### src/rtl/sfa_pkg.sv
package sfa_pkg;

    localparam int PAGE_SHIFT = 12;

    typedef enum logic [1:0] {
        ATTR_SEC_ONLY = 2'b00,
        ATTR_NS_READ  = 2'b01,
        ATTR_COPRO    = 2'b10,
        ATTR_OPEN     = 2'b11
    } attr_e;

    typedef enum logic [1:0] {
        ST_IDLE  = 2'b00,
        ST_GRANT = 2'b01,
        ST_DENY  = 2'b10
    } rsp_state_e;

endpackage

### src/rtl/sfa_periph_policy.sv
module sfa_periph_policy
    import sfa_pkg::*;
#(
    parameter int ID_W = 4,
    parameter logic [ID_W-1:0] COPRO_ID = '0
) (
    input  attr_e           attr,
    input  logic            secure,
    input  logic            write,
    input  logic [ID_W-1:0] master,
    output logic            allow
);

    always_comb begin
        unique case (attr)
            ATTR_SEC_ONLY: allow = secure;
            ATTR_NS_READ:  allow = secure | ~write;
            ATTR_COPRO:    allow = (master == COPRO_ID);
            ATTR_OPEN:     allow = 1'b1;
            default:       allow = 1'b0;
        endcase
    end

endmodule

### src/rtl/sfa_zone_check.sv
module sfa_zone_check
    import sfa_pkg::*;
#(
    parameter int ADDR_W = 32,
    parameter int SIZE_W = 10
) (
    input  logic [ADDR_W-1:0] base,
    input  logic [SIZE_W-1:0] pages,
    input  logic [SIZE_W-1:0] split,
    input  logic [ADDR_W-1:0] addr,
    input  logic              secure,
    output logic              allow
);

    localparam int LIM_W = SIZE_W + PAGE_SHIFT;
    localparam int CMP_W = (ADDR_W > LIM_W) ? ADDR_W : LIM_W;

    logic [ADDR_W-1:0] offset;
    logic [CMP_W-1:0]  off_ext;
    logic [CMP_W-1:0]  zone_lim;
    logic [CMP_W-1:0]  sec_lim;
    logic              in_zone;
    logic              in_open_part;

    always_comb begin
        offset       = addr - base;
        off_ext      = CMP_W'(offset);
        zone_lim     = CMP_W'({pages, {PAGE_SHIFT{1'b0}}});
        sec_lim      = CMP_W'({split, {PAGE_SHIFT{1'b0}}});
        in_zone      = (addr >= base) && (off_ext < zone_lim);
        in_open_part = (off_ext >= sec_lim);
        allow        = in_zone && (secure || in_open_part);
    end

endmodule

### src/rtl/sfa_resp_fsm.sv
module sfa_resp_fsm
    import sfa_pkg::*;
(
    input  logic clk,
    input  logic rst_n,
    input  logic req_valid,
    input  logic decide_allow,
    output logic rsp_valid,
    output logic rsp_allow
);

    rsp_state_e state_q;
    rsp_state_e state_d;

    always_ff @(posedge clk or negedge rst_n) begin
        if (!rst_n) begin
            state_q <= ST_IDLE;
        end else begin
            state_q <= state_d;
        end
    end

    always_comb begin
        unique case (state_q)
            ST_IDLE, ST_GRANT, ST_DENY: begin
                if (!req_valid) begin
                    state_d = ST_IDLE;
                end else if (decide_allow) begin
                    state_d = ST_GRANT;
                end else begin
                    state_d = ST_DENY;
                end
            end
            default: state_d = ST_IDLE;
        endcase
    end

    always_comb begin
        unique case (state_q)
            ST_GRANT: begin
                rsp_valid = 1'b1;
                rsp_allow = 1'b1;
            end
            ST_DENY: begin
                rsp_valid = 1'b1;
                rsp_allow = 1'b0;
            end
            default: begin
                rsp_valid = 1'b0;
                rsp_allow = 1'b0;
            end
        endcase
    end

endmodule

### src/rtl/sec_access_filter.sv
module sec_access_filter
    import sfa_pkg::*;
#(
    parameter int NUM_PERIPH = 12,
    parameter int TGT_W      = 4,
    parameter int NUM_ZONES  = 2,
    parameter int ZSEL_W     = 2,
    parameter int ADDR_W     = 32,
    parameter int SIZE_W     = 10,
    parameter int ID_W       = 4,
    parameter logic [ID_W-1:0] COPRO_ID = 4'd5
) (
    input  logic                        clk,
    input  logic                        rst_n,
    input  logic                        req_valid,
    input  logic                        req_is_mem,
    input  logic                        req_secure,
    input  logic                        req_write,
    input  logic [ID_W-1:0]             req_master,
    input  logic [TGT_W-1:0]            req_target,
    input  logic [ZSEL_W-1:0]           req_zone,
    input  logic [ADDR_W-1:0]           req_addr,
    input  logic [NUM_PERIPH*2-1:0]     cfg_attr,
    input  logic [NUM_ZONES*ADDR_W-1:0] cfg_zone_base,
    input  logic [NUM_ZONES*SIZE_W-1:0] cfg_zone_pages,
    input  logic [NUM_ZONES*SIZE_W-1:0] cfg_zone_split,
    output logic                        rsp_valid,
    output logic                        rsp_allow
);

    logic [1:0]           attr_sel;
    logic                 tgt_in_range;
    logic                 periph_ok;
    logic [NUM_ZONES-1:0] zone_ok;
    logic                 zone_sel_ok;
    logic                 decide_allow;

    always_comb begin
        attr_sel     = 2'b00;
        tgt_in_range = 1'b0;
        for (int i = 0; i < NUM_PERIPH; i++) begin
            if ({1'b0, req_target} == (TGT_W+1)'(i)) begin
                attr_sel     = cfg_attr[2*i +: 2];
                tgt_in_range = 1'b1;
            end
        end
    end

    sfa_periph_policy #(
        .ID_W     (ID_W),
        .COPRO_ID (COPRO_ID)
    ) u_policy (
        .attr   (attr_e'(attr_sel)),
        .secure (req_secure),
        .write  (req_write),
        .master (req_master),
        .allow  (periph_ok)
    );

    generate
        for (genvar z = 0; z < NUM_ZONES; z++) begin : g_zone
            sfa_zone_check #(
                .ADDR_W (ADDR_W),
                .SIZE_W (SIZE_W)
            ) u_zone (
                .base   (cfg_zone_base[z*ADDR_W +: ADDR_W]),
                .pages  (cfg_zone_pages[z*SIZE_W +: SIZE_W]),
                .split  (cfg_zone_split[z*SIZE_W +: SIZE_W]),
                .addr   (req_addr),
                .secure (req_secure),
                .allow  (zone_ok[z])
            );
        end
    endgenerate

    always_comb begin
        zone_sel_ok = 1'b0;
        for (int z = 0; z < NUM_ZONES; z++) begin
            if ({1'b0, req_zone} == (ZSEL_W+1)'(z)) begin
                zone_sel_ok = zone_ok[z];
            end
        end
        decide_allow = req_is_mem ? zone_sel_ok : (tgt_in_range && periph_ok);
    end

    sfa_resp_fsm u_fsm (
        .clk          (clk),
        .rst_n        (rst_n),
        .req_valid    (req_valid),
        .decide_allow (decide_allow),
        .rsp_valid    (rsp_valid),
        .rsp_allow    (rsp_allow)
    );

endmodule

### config.mk
export PLATFORM = sky130hd
export DESIGN_NAME = sec_access_filter
export DESIGN_NICKNAME = d
export VERILOG_FILES = /design/src/rtl/sfa_pkg.sv /design/src/rtl/sfa_periph_policy.sv /design/src/rtl/sfa_zone_check.sv /design/src/rtl/sfa_resp_fsm.sv /design/src/rtl/sec_access_filter.sv
export SDC_FILE = /design/constraint.sdc
export NUM_CORES = 1
export LEC_CHECK = 0
export BUFFER_PORTS_ARGS = -buffer_cell sky130_fd_sc_hd__buf_4
export CELL_PAD_IN_SITES_DETAIL_PLACEMENT = 1
export CELL_PAD_IN_SITES_GLOBAL_PLACEMENT = 2
export CORE_ASPECT_RATIO = 1.75
export CORE_MARGIN = 1.5
export CORE_UTILIZATION = 30
export CTS_CLUSTER_SIZE = 12
export DETAILED_ROUTE_END_ITERATION = 16
export GPL_TIMING_DRIVEN = 1
export PLACE_DENSITY_LB_ADDON = 0.1
export SETUP_SLACK_MARGIN = 0.5
export SLEW_MARGIN = 20
export SYNTH_ARGS = -nofsm -noshare
export SYNTH_HDL_FRONTEND = slang
export SYNTH_SLANG_ARGS = --single-unit
### constraint.sdc
create_clock -name clk -period 3.12 [get_ports clk]
set_input_delay 0.312 -clock clk [delete_from_list [all_inputs] [get_ports clk]]
set_output_delay 0.312 -clock clk [all_outputs]
set_load 0.01 [all_outputs]
==> reports/metrics.cfg <==
[setup_path]
critical_path.max_stage_delay_ns = 0.46
endpoint_class_of_the_critical_path = flip-flop
cp_data_required_time_ns = 3.23
worst-setup-path-type = primary input to flip-flop
reg_to_reg_startpoint = u_fsm.state_q[0]
r2r-end = u_fsm.state_q[0]
worst_r2r_path_depth = 6
worst_path_dominant_cell_family = simple AND/OR/NAND/NOR gates
critPathLaunchType = primary input
worst-r2r-setup-slack_ns = 1.90
critical_path_buf_inv_count = 4
cp_data_arrival_time_ns = 4.29
cpMaxStageDelayCell = sky130_fd_sc_hd__or4_4
crit_chain = buf_6 -> inv_4 -> ha_4 -> nand4_1 -> o21bai_4 -> a311o_2 -> or2b_1 -> and2_4 -> nor2_1 -> xnor2_1 -> buf_4 -> ha_1 -> nand4_1 -> nor3_4 -> nand4_1 -> or4_4 -> o41ai_4 -> buf_4 -> and4_4 -> a211oi_2 -> o21a_1
critPathMaxFanout = 3
critPathMostFrequentCell = sky130_fd_sc_hd__nand4_1

[placed_design]
post-place-ws_ns = -1.57
gp_congestion = 0.880
hpwl_mm = 22.3
buffer_ports.inserted = 177
placed_area_um2 = 8490

[clock_network]
tritoncts = done
clk_path_buf_depth = 2
clk_root_buffer_cell = sky130_fd_sc_hd__clkbuf_16
worstSkewPairLatency_ns = 0.22
cts_inserted_buffers = 3
ctsHtreeMaxLevel = 1
worst_setup_hold_path_clk_slew_ns = 0.03
tritoncts_num_sinks = 2

[sta]
post-route-period-util = 1.34
max_slew.worst_pin.slew_ns = 0.619
worst_slew_margin_rel = 0.583
unrepaired_setup_endpoints_after_global_routing = yes
max_freq_mhz = 239
final-max-slew-violation-count = 0
worst_setup_skew_after_layout_ns = 0.000271
timing_hold_violations_final = 0
layout_min_cycle_time_ns = 4.18
fin_setup_tns_ns = -2.09
finalWorstSetupSlack_ns = -1.06
final_setup_fails = 2

[final_layout]
layout_common_cells = 416 x sky130_fd_sc_hd__buf_4, 120 x sky130_fd_sc_hd__inv_1, 94 x sky130_fd_sc_hd__ha_1, 65 x sky130_fd_sc_hd__a21oi_1, 49 x sky130_fd_sc_hd__nand2_1
num-fill-cells = 2220
largest_register_ff_count = 2
max_flop_register = u_fsm.state_q
fraction_of_layout_instances_using_a_drive_strength_above_1 = 0.435
reg.largest.list = u_fsm.state_q x2
antenna-diode-count = 0
finalNetCount = 1459
area_overhead_vs_synth_pct = 74.9
post-route-cell-area_um2 = 9150
mostFrequentLayoutCell = sky130_fd_sc_hd__buf_4

[die]
top_level_ports = 178
die_width_um = 103
dieArea_um2 = 18300
num_rows = 63
initial_core_utilization = 0.307
fp.coreArea_um2 = 17000
height_of_the_die_um = 178

[worst_hold_path]
worstHoldPathType = primary input to flip-flop
holdPathEnd = u_fsm.state_q[0]
hp-start = req_valid
worst_hold_path.num_cells = 3

[power_and_ir_drop]
power.density_cell_area_nw_per_um2 = 243
peakVddDrop_uv = 169
leakagePower_nw = 4.80

[yosys]
yosys.cell_types.count = 73
synthesis.yosys.warnings = 0
cell_area_after_technology_mapping_um2 = 5230
postSynthCellCount = 766
synth.ff_latch_count = 2
synth_nets = 1046
synth-async-reset-ratio = 1.00
synth_edf_count = 0
top_ff_cell_synth = sky130_fd_sc_hd__dfrtp_1
synth_sequential_area_ratio = 0.00957
synth_area_per_cell_um2 = 6.83

[detailed_routing]
wl_per_cell_um = 18.3
drt-vias-per-instance = 5.24
routed_wl_mm = 25.7
drtIter0Drc = 117
ant_nets = 0
drt_pre_antenna_iters = 4
drcViolationCount = 0
vias_post_dr = 7359

[flow_run]
max_cap_violations = 0

[status]
failed_checks = negative setup slack
outcome = finished, violations left

[global_routing]
globalRouteOverflowTotal = 0
antenna_found_initial = 0
via_count_of_the_first_global_routing_pass = 8384
grt_first_pass_wirelength_mm = 39.3
grt_max_degree = 9
grt_util_all_layers = 0.277

[synth_stat cells (all sizes together) (3+ instances only)]
cell type	number	share of area
inv	124	0.089
ha	104	0.25
a21oi	76	0.076
nand2	52	0.037
nor2	45	0.033
o21ai	42	0.040
nand3	27	0.026
nand4	22	0.026
a21o	21	0.030
xnor2	21	0.035
nor2b	17	0.020
xor2	17	0.028
nand2b	13	0.016
o21bai	13	0.019
clkbuf	12	0.0086
a211oi	11	0.017
a31oi	11	0.013
nor3	11	0.011
o211ai	9	0.014
o21a	8	0.013
nor4	7	0.0096
o31ai	7	0.013
a2111oi	6	0.011
and2	6	0.0072
mux4	6	0.026
o41ai	6	0.010
and4	5	0.0084
buf	5	0.0045
mux2i	5	0.0096
or3	5	0.0060
and3	4	0.0048
o221ai	4	0.0079
a211o	3	0.0050
a41oi	3	0.0050
o2111ai	3	0.0050
o311a	3	0.0057
[report_power, final]
part	leakage (nW)	switching, mW	internal, mW
clock network	0.0370	0.0346	0.164
logic	4.74	0.967	1.03
registers	0.0258	0.00187	0.0282
[through the flow]
| stage | hold slack (ns) | cells | total power [mW] | util |
|---|---|---|---|---|
| finish | 0.380 | 1404 | 2.22 | 0.537 |
| global route | 0.405 | 1404 | 2.41 | 0.537 |
| CTS | 0.382 | 1398 | 2.14 | 0.525 |
| detailed placement | 0.102 | 1371 | 1.85 | 0.499 |
| global placement | 0.103 | 1371 | 1.76 | 0.499 |
| floorplan | 0.0164 | 766 | 0.936 | - |
[cell type report]
cell class	count	area [um^2]	share of cell area
flip-flops and latches	2	50.0	0.00547
well taps	227	284	0.0310
inverters	124	478	0.0522
clock buffers	3	75.1	0.00821
multi-input cells	623	5030	0.550
repair buffers	425	3230	0.353
[kinds of logic (layout without fill, tap and decap cells)]
| logic type | Yosys count | count (layout) | synth area share |
|---|---|---|---|
| buffers and inverters | 141 | 552 | 0.102 |
| AOI/OAI and AO/OA | 244 | 244 | 0.317 |
| and+or+nand+nor | 226 | 226 | 0.223 |
| xor gates and xnor gates | 38 | 38 | 0.0636 |
| muxes | 11 | 11 | 0.0354 |
| DFF | 2 | 2 | 0.00957 |
| adders and majority gates | 104 | 104 | 0.249 |
[worst max-delay path by stage]
| stage | startpoint | end | slack [ns] | cells after the start |
|---|---|---|---|---|
| 4_1_cts | req_addr[2] | u_fsm.state_q[1] | -1.06 | 21 |
| 3_3_place_gp | req_addr[8] | u_fsm.state_q[1] | -1.57 | 20 |
| 2_1_floorplan | cfg_zone_base[37] | u_fsm.state_q[1] | -0.88 | 21 |
| 3_5_place_dp | req_addr[5] | u_fsm.state_q[1] | -1.57 | 19 |
| 5_1_grt | cfg_zone_base[35] | u_fsm.state_q[1] | -1.22 | 28 |
| 6_report | cfg_zone_base[35] | u_fsm.state_q[1] | -1.06 | 21 |
[timing repair]
action | in CTS | in global routing
setup endpoints to repair | 2 | 2
setup buffers | 23 | 6
hold buffers | 1 | 0
pin swaps | 36 | 23
endpoints found under the hold margin | 2 | 0
resized for setup | 47 | 30
[tightest hold or removal path: stages]
cell                      delay [ns]
sky130_fd_sc_hd__buf_4          0.09
sky130_fd_sc_hd__a32oi_1        0.09
sky130_fd_sc_hd__o31ai_2        0.07
[per-layer routing]
metal / share of wire / up-vias / global-route usage
li1: - / 3604 / -
met1: 0.34 / 3476 / 0.257
met2: 0.57 / 218 / 0.579
met3: 0.039 / 61 / 0.0252
met4: 0.045 / 0 / 0.119
met5: 0 / - / 0
Power figures use the tool's default switching activity.
